$ cat src/rtl/wt_pkg.sv
package wt_pkg;
  typedef enum logic {OP_RD = 1'b0, OP_WR = 1'b1} mem_op_e;

  // circular increment for a ring of the given depth
  function automatic int unsigned wrap_inc(int unsigned p, int unsigned depth);
    return (p + 1 >= depth) ? 0 : p + 1;
  endfunction
endpackage

$ cat src/rtl/wt_line_store.sv
module wt_line_store #(
  parameter int IDX_W  = 2,
  parameter int TAG_W  = 6,
  parameter int DATA_W = 16
) (
  input  logic              clk,
  input  logic              rst_n,
  input  logic [IDX_W-1:0]  rd_idx,
  output logic              rd_valid,
  output logic [TAG_W-1:0]  rd_tag,
  output logic [DATA_W-1:0] rd_data,
  input  logic              wr_en,
  input  logic [IDX_W-1:0]  wr_idx,
  input  logic [TAG_W-1:0]  wr_tag,
  input  logic [DATA_W-1:0] wr_data
);
  localparam int LINES = 1 << IDX_W;

  logic              v_q [LINES];
  logic [TAG_W-1:0]  t_q [LINES];
  logic [DATA_W-1:0] d_q [LINES];

  for (genvar g = 0; g < LINES; g++) begin : g_line
    always_ff @(posedge clk or negedge rst_n) begin
      if (!rst_n) begin
        v_q[g] <= 1'b0;
        t_q[g] <= '0;
        d_q[g] <= '0;
      end else if (wr_en && wr_idx == IDX_W'(g)) begin
        v_q[g] <= 1'b1;
        t_q[g] <= wr_tag;
        d_q[g] <= wr_data;
      end
    end
  end

  assign rd_valid = v_q[rd_idx];
  assign rd_tag   = t_q[rd_idx];
  assign rd_data  = d_q[rd_idx];
endmodule

$ cat src/rtl/wt_wbuf.sv
module wt_wbuf #(
  parameter int DEPTH = 4,
  parameter int W     = 24,
  localparam int PTR_W = (DEPTH > 1) ? $clog2(DEPTH) : 1,
  localparam int CNT_W = $clog2(DEPTH + 1)
) (
  input  logic             clk,
  input  logic             rst_n,
  input  logic             push,
  input  logic [W-1:0]     push_data,
  input  logic             pop,
  output logic [W-1:0]     head,
  output logic             empty,
  output logic             full,
  output logic [CNT_W-1:0] count
);
  logic [W-1:0]     slot [DEPTH];
  logic [PTR_W-1:0] wr_ptr, rd_ptr;

  always_ff @(posedge clk or negedge rst_n) begin
    if (!rst_n) begin
      wr_ptr <= '0;
      rd_ptr <= '0;
      count  <= '0;
    end else begin
      if (push) wr_ptr <= PTR_W'(wt_pkg::wrap_inc(int'(wr_ptr), DEPTH));
      if (pop)  rd_ptr <= PTR_W'(wt_pkg::wrap_inc(int'(rd_ptr), DEPTH));
      case ({push, pop})
        2'b10:   count <= count + 1'b1;
        2'b01:   count <= count - 1'b1;
        default: count <= count;
      endcase
    end
  end

  always_ff @(posedge clk) begin
    if (push) slot[wr_ptr] <= push_data;
  end

  assign head  = slot[rd_ptr];
  assign empty = (count == '0);
  assign full  = (count == CNT_W'(DEPTH));
endmodule

$ cat src/rtl/wt_cache_top.sv
module wt_cache_top #(
  parameter int ADDR_W   = 8,
  parameter int DATA_W   = 16,
  parameter int IDX_W    = 2,
  parameter int WB_DEPTH = 4
) (
  input  logic              clk,
  input  logic              rst_n,
  input  logic              req_valid,
  input  logic              req_write,
  input  logic [ADDR_W-1:0] req_addr,
  input  logic [DATA_W-1:0] req_wdata,
  output logic              req_stall,
  output logic [DATA_W-1:0] rd_data,
  output logic              mem_req,
  output logic              mem_we,
  output logic [ADDR_W-1:0] mem_addr,
  output logic [DATA_W-1:0] mem_wdata,
  input  logic              mem_ready,
  input  logic [DATA_W-1:0] mem_rdata
);
  import wt_pkg::*;

  localparam int TAG_W = ADDR_W - IDX_W;
  localparam int ENT_W = ADDR_W + DATA_W;
  localparam int CNT_W = $clog2(WB_DEPTH + 1);

  function automatic logic [IDX_W-1:0] idx_of(logic [ADDR_W-1:0] a);
    return a[IDX_W-1:0];
  endfunction

  function automatic logic [TAG_W-1:0] tag_of(logic [ADDR_W-1:0] a);
    return a[ADDR_W-1:IDX_W];
  endfunction

  // named internal events
  logic              line_valid;
  logic [TAG_W-1:0]  line_tag;
  logic [DATA_W-1:0] line_data;
  logic              hit_evt;
  logic              load_miss;
  logic              store_acc;
  logic              fill_evt;
  logic              wb_pop;
  logic              wb_empty, wb_full;
  logic [CNT_W-1:0]  wb_count;
  logic [ENT_W-1:0]  wb_head;
  logic              line_wr;
  logic [DATA_W-1:0] line_wdata;
  mem_op_e           op;

  assign hit_evt   = req_valid && line_valid && (line_tag == tag_of(req_addr));
  assign load_miss = req_valid && !req_write && !hit_evt;
  assign store_acc = req_valid && req_write && !wb_full;
  assign req_stall = load_miss || (req_valid && req_write && wb_full);

  assign op        = wb_empty ? OP_RD : OP_WR;
  assign mem_req   = !wb_empty || load_miss;
  assign mem_we    = (op == OP_WR);
  assign mem_addr  = wb_empty ? req_addr : wb_head[ENT_W-1:DATA_W];
  assign mem_wdata = wb_head[DATA_W-1:0];
  assign wb_pop    = !wb_empty && mem_ready;
  assign fill_evt  = load_miss && wb_empty && mem_ready;

  assign line_wr    = fill_evt || (store_acc && hit_evt);
  assign line_wdata = fill_evt ? mem_rdata : req_wdata;
  assign rd_data    = line_data;

  wt_line_store #(.IDX_W(IDX_W), .TAG_W(TAG_W), .DATA_W(DATA_W)) u_lines (
    .clk      (clk),
    .rst_n    (rst_n),
    .rd_idx   (idx_of(req_addr)),
    .rd_valid (line_valid),
    .rd_tag   (line_tag),
    .rd_data  (line_data),
    .wr_en    (line_wr),
    .wr_idx   (idx_of(req_addr)),
    .wr_tag   (tag_of(req_addr)),
    .wr_data  (line_wdata)
  );

  wt_wbuf #(.DEPTH(WB_DEPTH), .W(ENT_W)) u_wbuf (
    .clk       (clk),
    .rst_n     (rst_n),
    .push      (store_acc),
    .push_data ({req_addr, req_wdata}),
    .pop       (wb_pop),
    .head      (wb_head),
    .empty     (wb_empty),
    .full      (wb_full),
    .count     (wb_count)
  );
endmodule

$ cat config.mk
export PLATFORM = sky130hd
export DESIGN_NAME = wt_cache_top
export DESIGN_NICKNAME = d
export VERILOG_FILES = /design/src/rtl/wt_pkg.sv /design/src/rtl/wt_line_store.sv /design/src/rtl/wt_wbuf.sv /design/src/rtl/wt_cache_top.sv
export SDC_FILE = /design/constraint.sdc
export NUM_CORES = 1
export LEC_CHECK = 0
export BUFFER_PORTS_ARGS = -buffer_cell sky130_fd_sc_hd__buf_2
export CAP_MARGIN = 20
export CORE_MARGIN = 2
export CORE_UTILIZATION = 46
export CTS_CLUSTER_DIAMETER = 50
export DETAILED_ROUTE_END_ITERATION = 8
export GPL_TIMING_DRIVEN = 0
export HOLD_SLACK_MARGIN = 0.1
export PLACE_DENSITY = 0.68
export SETUP_SLACK_MARGIN = 0.3
export SYNTH_ARGS = -nofsm -noshare
export SYNTH_HDL_FRONTEND = slang
export SYNTH_SLANG_ARGS = --single-unit
$ cat constraint.sdc
create_clock -name clk -period 4.88 [get_ports clk]
set_input_delay 1.22 -clock clk [delete_from_list [all_inputs] [get_ports clk]]
set_output_delay 1.22 -clock clk [all_outputs]
set_load 0.01 [all_outputs]
* Word level (Yosys, flattened, before mapping)
Memories as Yosys holds them, arrays and structs flattened.
Index checks and enable logic that the tools add are counted.
** Word-level totals
- Input bits :: 45
- Bits in read-only memories :: 0
- Word-level logic and storage cells :: 73
- Register bits :: 99
- Memories kept :: 1
- Output and inout port bits :: 43
- Latch bits :: 0
- Memory bits (writable) :: 96
** Operators by class
- Div/mod/pow operators :: 0
- Add/subtract/negate cells :: 4
- Shift-type cells :: 0
- Multiplexer cells :: 17
- $lt $le $gt $ge :: 3
- Bitwise logic cells :: 1
- Eq/ne operators :: 7
- Reductions and logical operators :: 25
- $mul :: 0
** Memory list
- u_wbuf.slot :: words 4, width 24, read ports 1, clocked after memory_dff 0, write ports 1, RTL line wt_wbuf.sv:17 : logic [W-1:0] slot [DEPTH];
** Operator list (count)
- 2-to-1 mux 16 bit :: 3
- binary-select mux 16 bit (select 2 bit) :: 1
- logical AND 1 bit :: 15
- binary-select mux 6 bit (select 2 bit) :: 1
- 2-to-1 mux 6 bit :: 2
- >= comparator 3 bit, second input constant :: 3
- 2-to-1 mux 8 bit :: 1
- adder 2 x 1 -> 3 bit, second input constant :: 2
- equality test 2 bit, second input constant :: 3
- equality test 6 bit :: 1
- one-hot mux 3 bit (2 select lines) :: 1
- 2-to-1 mux 1 bit :: 5
- equality test 2 x 1 -> 1 bit, second input constant :: 2
- logical NOT 1 bit :: 4
- 2-to-1 mux 2 bit :: 2
- adder 3 x 1 -> 3 bit, second input constant :: 1
- equality test 3 bit, second input constant :: 1
- logical NOT 3 bit :: 1
- logical OR 1 bit :: 3
- NOT 2 -> 3 bit :: 1
- subtractor 3 x 1 -> 3 bit, second input constant :: 1
- binary-select mux 1 bit (select 2 bit) :: 1
- logical NOT 2 bit :: 1
- nonzero test 2 bit :: 1

* Logic depth before layout (Yosys ltp)
Gate-level depths: netlist (run 1).
- Depth in word-level cells :: 12
- Gate-level depth with buffers :: 11
- Gate-level depth less buffers :: 10

* Modules after synthesis
Synthesis (run 1) repeated with hierarchy kept, for this count alone.
** Unflattened totals
- Cell total of the unflattened synthesis :: 435
- Area total of the unflattened synthesis :: 8354.3 um^2
** Modules (own cells, without submodules)
- wt_line_store :: area an instance 3941.3 um^2, instances 1, sequential area each 2302.2 um^2, cells each 224
- wt_wbuf :: area an instance 3927.5 um^2, instances 1, sequential area each 3057.9 um^2, cells each 164
- wt_cache_top :: area an instance 485.5 um^2, instances 1, sequential area each 0.0 um^2, cells each 47

* Worst setup path before layout (run 1)
Ideal clock, no wire load.
- Path type :: in2out
- Start :: in req_addr[0]
- End :: out rd_data[0]
- Data arrival time :: 3196 ps
- Path buffers :: 4
- Data required time :: 3660 ps
- Cell stages on the path :: 5
- Slack :: 464 ps
- Path through :: buf_4 -> buf_2 -> buf_1 -> clkbuf_1 -> mux4_2
** Between the ends
- Longest elaborated chain between the ends :: 4
** Ends and longest elaborated chain
- from (decl) :: RTL line wt_cache_top.sv:11 : input logic [ADDR_W-1:0] req_addr,
- NOT 2 -> 3 bit (not written as such) :: RTL line wt_line_store.sv:39 : assign rd_data = d_q[rd_idx];
- binary-select mux 16 bit (select 2 bit) :: RTL line wt_line_store.sv:39
- 2-to-1 mux 16 bit (not written as such) (2 in series) :: RTL line wt_line_store.sv:39
- to (decl) :: RTL line wt_cache_top.sv:14 : output logic [DATA_W-1:0] rd_data,
Every way passes these cells. The select of a mux whose other input is x is not followed.

* Worst setup path in the final report (run 1)
- Start :: in req_addr[0]
- End :: out mem_req
** Between the ends
- Longest elaborated chain between the ends :: 9
- Elaborated cells on any way between the ends :: 13
- Classes of those cells :: 1 x eq/ne; 6 x mux; 1 x bitwise; 5 x reduce/logical
** Ends and longest elaborated chain
- NOT 2 -> 3 bit (not written as such) * :: RTL line wt_line_store.sv:37, wt_line_store.sv:38
- binary-select mux 6 bit (select 2 bit) / binary-select mux 1 bit (select 2 bit) (equally long branches) :: RTL line wt_line_store.sv:38, wt_line_store.sv:37
- 2-to-1 mux 6 bit (not written as such) / 2-to-1 mux 1 bit (equally long branches) (2 in series) :: RTL line wt_line_store.sv:38, wt_line_store.sv:37
- equality test 6 bit / logical AND 1 bit (equally long branches) :: RTL line wt_cache_top.sv:52 : assign hit_evt = req_valid && line_valid && (line_tag == tag_of(req_addr));
- logical AND 1 bit * :: RTL line wt_cache_top.sv:52
- logical NOT 1 bit * :: RTL line wt_cache_top.sv:53 : assign load_miss = req_valid && !req_write && !hit_evt;
- logical AND 1 bit * :: RTL line wt_cache_top.sv:53
- logical OR 1 bit * :: RTL line wt_cache_top.sv:58 : assign mem_req = !wb_empty || load_miss;
- to (decl) :: RTL line wt_cache_top.sv:15 : output logic mem_req,
Every way passes the cells marked *; elsewhere a longest branch is shown, timed or not. The select of a mux whose other input is x is not followed.

==> results of run 1 <==
==> state kept, by name, indices dropped and copies added (netlist names) <==
signal	flops
u_wbuf.slot	96
u_lines.d_q	64
u_lines.t_q	24
u_lines.v_q	4
u_wbuf.count	3
u_wbuf.rd_ptr	2
u_wbuf.wr_ptr	2
==> stage by stage <==
stage	util	hold WS (ns)	TNS (ns)
global route	0.5488	0.4834	0
global placement	0.5061	0.4516	-4.468
detailed placement	0.5136	0.4566	-4.847
floorplan	-	0.4305	0
CTS	0.5481	0.4758	0
finish	0.5488	0.4735	0
==> cells by family (layout without fill, tap and decap cells) <==
| group | count (synthesis) | count (layout) | share of synthesized area |
|---|---|---|---|
| muxes | 84 | 84 | 0.1653 |
| buffers and inverters | 67 | 193 | 0.03288 |
| AOI/OAI and AO/OA | 131 | 131 | 0.1291 |
| DFF | 195 | 195 | 0.6179 |
| adders and majority gates | 7 | 7 | 0.01096 |
| and+or+nand+nor | 51 | 51 | 0.03476 |
| xor gates and xnor gates | 9 | 9 | 0.009087 |
==> area by class of cell <==
class / instances / area (um^2) / area share
clock buffers: 18 / 429.2 / 0.04209
inverters: 28 / 105.1 / 0.01031
multi-input cells: 282 / 3029 / 0.2971
repair buffers: 94 / 590.6 / 0.05792
plain buffers: 39 / 196.4 / 0.01927
clock inverters: 14 / 192.7 / 0.01890
well taps: 234 / 292.8 / 0.02872
flip-flops and latches: 195 / 5360 / 0.5257
==> timing repair <==
| action | in CTS | in global routing |
|---|---|---|
| pin swaps | 1 | 1 |
| gates resized for setup | 10 | 3 |
| buffers inserted | 1 | 1 |
| hold buffers | 0 | 0 |
| setup endpoints to repair | 21 | 10 |
| hold endpoints to repair | 0 | 0 |
==> worst max path at each step <==
| stage | slack [ns] | cells past startpoint | endpoint | from |
|---|---|---|---|---|
| 5_1_grt | 0.28 | 10 | req_stall | req_addr[0] |
| 4_1_cts | 0.30 | 10 | req_stall | req_addr[0] |
| 6_report | 0.42 | 10 | mem_req | req_addr[0] |
| 3_5_place_dp | -0.54 | 7 | rd_data[1] | req_addr[0] |
| 2_1_floorplan | 0.46 | 5 | rd_data[0] | req_addr[0] |
| 3_3_place_gp | -0.50 | 7 | rd_data[2] | req_addr[0] |
==> power breakdown <==
group,total [uW],switching (uW),internal [uW]
combinational,1390,673,721
clock,1480,650,826
sequential,2240,164,2070
==> cells in the final DEF (no fill, tap or decap), types with 3 or more instances in the layout <==
master and n:
dfrtp_1 99, buf_2 97, edfxtp_1 96, mux4_2 44, o21a_1 35, mux2_2 34, o32a_1 34, inv_1 27
clkbuf_1 17, clkbuf_16 17, o32ai_1 16, a21oi_1 16, o221a_2 14, or3_1 13, buf_4 9, xor2_1 7
mux2i_1 6, nor2_1 6, nand2_1 6, ha_1 6, buf_16 5, nor3_1 4, and2_1 4, nand2b_1 4
inv_6 4, and3_1 3, o2111ai_1 3, o21ai_2 3, nand3_1 3, clkinv_4 3, bufinv_16 3, inv_8 3
==> worst max-delay path, stage by stage <==
cell      delay [ns]
buf_2           0.15
buf_6           0.18
mux4_2          0.52
xor2_1          0.19
nor4_4          0.34
o211ai_1        0.17
buf_4           0.19
nand2_1         0.06
nand2_1         0.06
buf_2           0.17
==> routing by layer <==
metal / up-vias / GRT usage / routed length, um
met1: 2888 / 0.3013 / 8906
met2: 239 / 0.3725 / 10710
met4: 0 / 0.08211 / 430
met3: 33 / 0.04792 / 1453
li1: 2404 / - / -
met5: - / 0 / 0
==> flow_summary.toml, run 1 <==
[timing]
setup_violations = 0
fmax_mhz = 224.3
slew_headroom = 0.3786
timing.final.crit_share = 0.9137
period_needed_ns = 4.459
fin_skew_ns = 0.009678
hold_viol_final = 0
max_slew.worst_pin.slew_ns = 0.9312
rsz0062_at_grt = "yes"
layout_setup_ws_ns = 0.4214
maxSlewViolCount = 0

[synthesis]
synth_common_cells = "dfrtp_1, edfxtp_1, mux4_2, o21a_1"
synth_seq_cells = 195
yosys.cell_types.count = 45
syn_nets = 596
synthMostInstantiatedCell = "dfrtp_1"
netlist_top_cells_area = "edfxtp_1, dfrtp_1, mux4_2"
synth_ff_type = "dfrtp_1"
async_reset_ff_frac = 0.5077
synth_top_area_frac = 0.3323
synth_edf_count = 96
syn-instance-count = 544
syn_area_per_cell_um2 = 15.95
yosysSeqAreaShare = 0.6179
syn_area_um2 = 8675
synth_top_area_cell = "edfxtp_1"
ys_warn_count = 0

[min_path]
hold_path_end = "u_lines.v_q[0]$_DFFE_PN0P_"
holdPathStages = 1
hold_path.class = "register to register"
min_from = "u_lines.v_q[0]$_DFFE_PN0P_"

[power]
power_density_nw_per_um2 = 501.1
peakVddDrop_uv = 286.1
p_leak_uw = 0.004128
p_total_uw = 5109

[clock_tree]
numCtsBuffers = 17
htree_levels = 4
clockBufferDepth = 2
cts_tree = "done"
cts.sinks = 195
cts_root_buf = "clkbuf_16"
worstSkewPairLatency_ns = 0.44
path_clk_slew_ns = 0.07

[setup_path]
reg2reg_slack_ns = 1.27
critPathKind = "input pin to primary output"
cp_max_fo = 8
required_ns = 3.66
crit_path_start_kind = "input pin"
reg2reg_depth = 9
reg2reg_to = "u_lines.t_q[21]$_DFFE_PN0P_"
rr_startpoint = "u_wbuf.count[2]$_DFFE_PN0P_"
crit_path_end_kind = "primary output"
critPathArrivalTime_ns = 3.24

[floorplanning]
die_h_um = 141.3
start_util = 0.4669
coreArea_um2 = 18580
dieArea_um2 = 19970
die_w_um = 141.3
ios = 88
num_rows = 50

[cells_and_area]
n_antenna_cell = 0
fin_nets = 709
fillers = 1468
drive_above_1_share = 0.3687
finalNonFillerCells = 904
final_cell_area_um2 = 10200
syn_to_final_growth_pct = 17.54

[place]
placed_area_um2 = 9543
io_buffers = 87
place_inst = 870
hpwl_mm = 14.95
place_ws_ns = -0.5391
gp_congestion = 0.8735

[route]
post_drt_wl_per_cell_um = 23.78
drt_iter0_drc = 535
ant_nets = 0
drt-pass1-iter-count = 5
route.detailed.drc = 0
vias = 5564
via_per_inst = 6.155
routed_wl_mm = 21.50

[global_route]
grt_pass1_vias = 5917
grt_antenna_before_repair = 0
grt-ovfl-total = 0
grt_max_degree = 60
grt_usage = 0.2265
grt_pass1_wl_mm = 33.93

[outcome]
status = "completed"

[job]
max_cap_viol_count = 0
(Power assumes the default switching activity.)
==> run 2: changes to the inputs <==
--- a/config.mk
+++ b/config.mk
@@ -9,6 +9,7 @@
 export CAP_MARGIN = 20
 export CORE_MARGIN = 2
 export CORE_UTILIZATION = 46
+export CTS_BUF_LIST = sky130_fd_sc_hd__clkbuf_8
 export CTS_CLUSTER_DIAMETER = 50
 export DETAILED_ROUTE_END_ITERATION = 8
 export GPL_TIMING_DRIVEN = 0
==> run 2 against run 1 <==
Compared with the run above:
- core utilization is 1.0 points lower
- sequential cell count unchanged
- maximum frequency rose by 0.40%
- first-iteration DRC count fell by 13%
- sequential share of layout area increased by 1.0 points
- design area decreased by 1.9%
- wire length barely moved
- critical endpoint unchanged
- largest cell class unchanged
- largest power group unchanged
==> flow_summary.toml, run 2 (synthesis results as in run 1) <==
[route]
ant_nets = 0
drt-pass1-iter-count = 5
route.detailed.drc = 0
drt_iter0_drc = 467
routed_wl_mm = 21.49
via_per_inst = 6.188
post_drt_wl_per_cell_um = 23.77
vias = 5594

[floorplanning]
die_h_um = 141.3
ios = 88
start_util = 0.4669
coreArea_um2 = 18580
die_w_um = 141.3
dieArea_um2 = 19970
num_rows = 50

[clock_tree]
cts_tree = "done"
numCtsBuffers = 17
clockBufferDepth = 2
cts_root_buf = "clkbuf_8"
path_clk_slew_ns = 0.10
worstSkewPairLatency_ns = 0.48
ctsHoldBuffers = 0
htree_levels = 4
cts.sinks = 195

[cells_and_area]
regMostFlops = "u_wbuf.slot"
fillers = 1491
final_util = 0.5385
drive_above_1_share = 0.3687
multiInputGateArea_um2 = 3029
largestRegisters = "u_wbuf.slot x96, u_lines.d_q x64, u_lines.t_q x24"
n_antenna_cell = 0
final_cell_area_um2 = 10000
final_cell_mix = "dfrtp_1, buf_2, edfxtp_1"
syn_to_final_growth_pct = 15.33
largest_reg_flops = 96
final_common_cell = "dfrtp_1"
fin_nets = 709
seqCellArea_um2 = 5360

[setup_path]
crit_path_end_kind = "primary output"
reg2reg_to = "u_lines.t_q[21]$_DFFE_PN0P_"
reg2reg_depth = 9
cp_max_fo = 8
reg2reg_slack_ns = 1.26
crit_path_start_kind = "input pin"
critPathArrivalTime_ns = 3.22
critPathBufInv = 4
required_ns = 3.66
cpMaxStageDelayCell = "mux4_2"
slowest_delay_ns = 0.52
crit_family = "buffers and inverters"
worstPathCellList = "buf_2, buf_6, mux4_2, xor2_1, nor4_4, o211ai_1, buf_4, nand2_1, nand2_1, buf_2"
rr_startpoint = "u_wbuf.count[2]$_DFFE_PN0P_"
critPathKind = "input pin to primary output"

[timing]
max_slew.worst_pin.slew_ns = 0.9854
maxSlewViolCount = 0
fmax_mhz = 225.2
hold_viol_final = 0
rsz0062_at_grt = "yes"
fin_skew_ns = 0.01074
layout_setup_ws_ns = 0.4392
slew_headroom = 0.3424
period_needed_ns = 4.441
setup_violations = 0
holdWs_ns = 0.4811
timing.final.crit_share = 0.9100

[global_route]
grt_pass1_vias = 5947
grt_antenna_before_repair = 0
grt_usage = 0.2240
grt_max_degree = 60
grt_pass1_wl_mm = 33.65
grt-ovfl-total = 0

[place]
placed_area_um2 = 9543
gp_congestion = 0.8735
place_ws_ns = -0.5391
io_buffers = 87
hpwl_mm = 14.95

[min_path]
min_from = "u_lines.v_q[0]$_DFFE_PN0P_"
holdPathStages = 1
hold_path.class = "register to register"
hold_path_end = "u_lines.v_q[0]$_DFFE_PN0P_"

[outcome]
status = "completed"

[power]
power_density_nw_per_um2 = 475.4
peakVddDrop_uv = 200.0
p_leak_uw = 0.004045

[job]
max_cap_viol_count = 0
==> run 2: cell count changes in the layout (fill, tap and decap cells not counted) <==
| cell | before | now |
|---|---|---|
| inv_1 | 27 | 28 |
| clkbuf_8 | 0 | 17 |
| clkbuf_16 | 17 | 0 |
| clkbuf_1 | 17 | 16 |
==> run 2: cell type report <==
cell class / instances / area share
Sequential cell: 195 / 0.5358
Multi-Input combinational cell: 282 / 0.3028
Timing Repair Buffer: 94 / 0.05903
Tap cell: 234 / 0.02926
Clock buffer: 17 / 0.02339
Clock inverter: 15 / 0.01963
Buffer: 39 / 0.01963
Inverter: 28 / 0.01051
==> run 2: stage by stage <==
stage	total power (uW)	std cells	setup TNS (ns)
detailed placement	3670	870	-4.847
floorplan	3157	544	0
global route	4993	904	0
finish	4756	904	0
CTS	4781	903	0
global placement	3570	865	-4.468
==> run 2: where the power goes <==
part | switching (uW) | internal [uW]
sequential | 164 | 2070
clock | 607 | 523
combinational | 669 | 721
total | 1440 | 3320
==> run 2: worst max path at each step <==
stage          cells after the start       endpoint                         start  slack, ns
2_1_floorplan                      5     rd_data[0]                   req_addr[0]       0.46
3_3_place_gp                       7     rd_data[2]                   req_addr[0]      -0.50
3_5_place_dp                       7     rd_data[1]                   req_addr[0]      -0.54
4_1_cts                            5  mem_wdata[15]  u_wbuf.rd_ptr[0]$_DFFE_PN0N_       0.31
5_1_grt                           10      req_stall                   req_addr[0]       0.25
6_report                          10        mem_req                   req_addr[0]       0.44
==> run 2: what timing repair did <==
action / 4_1_cts / 5_1_grt
resized for setup: 10 / 3
setup endpoints to repair: 21 / 10
pin swaps: 1 / 1
setup buffers: 1 / 1
==> run 2: metal layers <==
layer  track usage  part of all wire
met1        0.2969              0.42
met2        0.3694              0.50
met3       0.04826             0.063
met4       0.08000             0.019
met5             0                 0
==> run 3: changes to the inputs <==
--- a/config.mk
+++ b/config.mk
@@ -7,6 +7,7 @@
 export LEC_CHECK = 0
 export BUFFER_PORTS_ARGS = -buffer_cell sky130_fd_sc_hd__buf_2
 export CAP_MARGIN = 20
+export CORE_ASPECT_RATIO = 0.6
 export CORE_MARGIN = 2
 export CORE_UTILIZATION = 46
 export CTS_BUF_LIST = sky130_fd_sc_hd__clkbuf_8
==> constraint.sdc (replaced) <==
create_clock -name clk -period 5.03 [get_ports clk]
set_input_delay 1.2575 -clock clk [delete_from_list [all_inputs] [get_ports clk]]
set_output_delay 1.2575 -clock clk [all_outputs]
set_load 0.01 [all_outputs]
==> run 3 against run 2 <==
Compared with the run above:
- sequential share of layout area about the same
- via count increased by 0.72%
- die area increased by 0.18%
- global-route usage increased by 0.83 points
- setup slack got worse by 0.025 ns
- hold slack about the same
- critical endpoint is now req_stall
==> flow_summary.toml, run 3 (synthesis results as in run 1) <==
[outcome]
status = "completed"

[route]
via_per_inst = 6.191
drt_iter0_drc = 514
route.detailed.drc = 0
vias = 5634
ant_nets = 0
routed_wl_mm = 22.23
post_drt_wl_per_cell_um = 24.43
drt-pass1-iter-count = 7

[place]
gp_congestion = 0.8802
hpwl_mm = 15.59
io_buffers = 87
place_inst = 876

[power]
power_density_nw_per_um2 = 457.6
p_total_uw = 4575
p_leak_uw = 0.004037
peakVddDrop_uv = 173.4
p_comb_frac = 0.299
seqPwrFrac = 0.474
switching_share = 0.3219
p_int_uw = 3103
clockPowerShare = 0.227
switching_power_uw = 1472

[timing]
slew_headroom = 0.3532
fmax_mhz = 216.6
period_needed_ns = 4.616
timing.final.crit_share = 0.9177
tns_ns = 0
hold_viol_final = 0
maxSlewViolCount = 0
holdWs_ns = 0.4815
setup_violations = 0
max_slew.worst_pin.slew_ns = 0.9692
rsz0062_at_grt = "no"
fin_skew_ns = 0.01851

[floorplanning]
ios = 88
coreArea_um2 = 18260
die_h_um = 110.4
dieArea_um2 = 20010
num_rows = 38
die_w_um = 181.3
start_util = 0.4751

[cells_and_area]
drive_above_1_share = 0.3701
largestRegisters = "u_wbuf.slot x96, u_lines.d_q x64, u_lines.t_q x24"
finalNonFillerCells = 910
final_common_cell = "dfrtp_1"
largest_reg_flops = 96
syn_to_final_growth_pct = 15.25
final_cell_mix = "dfrtp_1, buf_2, edfxtp_1"
n_antenna_cell = 0
regMostFlops = "u_wbuf.slot"
fin_nets = 709

[clock_tree]
numCtsBuffers = 17
ctsHoldBuffers = 0
worstSkewPairLatency_ns = 0.46
cts_tree = "done"
clockBufferDepth = 2
path_clk_slew_ns = 0.10
cts.sinks = 195
htree_levels = 4
cts_root_buf = "clkbuf_8"

[setup_path]
cp_max_fo = 8
reg2reg_depth = 9
critPathKind = "input pin to primary output"
crit_path_start_kind = "input pin"
critPathArrivalTime_ns = 3.36
crit_path_end_kind = "primary output"
required_ns = 3.77

[global_route]
grt-ovfl-total = 0
grt_pass1_wl_mm = 33.95
grt_usage = 0.2322
grt_antenna_before_repair = 0
grt_max_degree = 65
grt_pass1_vias = 5798

[job]
max_cap_viol_count = 0

[min_path]
holdPathStages = 1
hold_path.class = "register to register"
[run 3: cell types whose count changed in the layout (fill, tap and decap cells not counted), sizes merged]
cell / change
clkinvlp: -1
inv: +1
bufinv: -3
clkinv: +3
[run 3: per-layer routing]
metal,vias to the layer above,GRT usage,wire length [um]
met5,-,0,0
met4,0,0.07259,302
met3,33,0.05880,2069
met2,282,0.3470,9970
met1,2903,0.3381,9884
li1,2416,-,-
[run 3: worst paths after layout]
path / startpoint / to / slack (ns)
hold reg to reg: u_lines.v_q[1]$_DFFE_PN0P_ / u_lines.v_q[1]$_DFFE_PN0P_ / 0.48
setup reg to reg: u_wbuf.count[2]$_DFFE_PN0P_ / u_lines.t_q[22]$_DFFE_PN0P_ / 1.61
setup / recovery: req_addr[0] / req_stall / 0.41
min in group asynchronous: rst_n / u_lines.d_q[5]$_DFFE_PN0P_ / 0.74
hold / removal: u_lines.v_q[1]$_DFFE_PN0P_ / u_lines.v_q[1]$_DFFE_PN0P_ / 0.48
max in group asynchronous: rst_n / u_wbuf.rd_ptr[0]$_DFFE_PN0N_ / 3.56
[run 3: cell type report]
type | count | area (um^2)
fill | 1507 | 8260
sequential | 195 | 5360
multi-input combinational | 282 | 3029
timing repair buffer | 94 | 590.6
tap | 240 | 300.3
clock buffer | 17 | 234.0
buffer | 39 | 190.2
clock inverter | 15 | 187.7
inverter | 28 | 105.1
[run 3: through the flow]
stage	setup slack, ns	instance area, um^2	util
floorplan	0.5394	8675	-
global placement	-0.4308	9410	0.5154
detailed placement	-0.4533	9550	0.5231
CTS	0.3321	9980	0.5466
global route	0.3131	9997	0.5476
finish	0.4141	9997	0.5476
[run 3: critical path, cell delays in order]
cell and delay (ns):
buf_2 0.12, buf_4 0.22, mux4_2 0.54, xor2_1 0.19, nor4_4 0.44, o211ai_1 0.26, nor2_1 0.14, a211oi_1 0.06
buf_2 0.14
[run 3: repair_timing]
action	4_1_cts	5_1_grt
pin swaps	0	1
buffers inserted	0	2
gates resized for setup	5	4
endpoints found under the setup margin	19	12
[run 3: power groups by stage]
stage                     sequential, uW  clock, uW  combinational [uW]
after floorplan                     2140          0                 919
after global placement              2170          0                1300
after detailed placement            2190          0                1380
after CTS                           2160       1060                1390
after global routing                2200       1130                1490
final                               2170       1040                1370
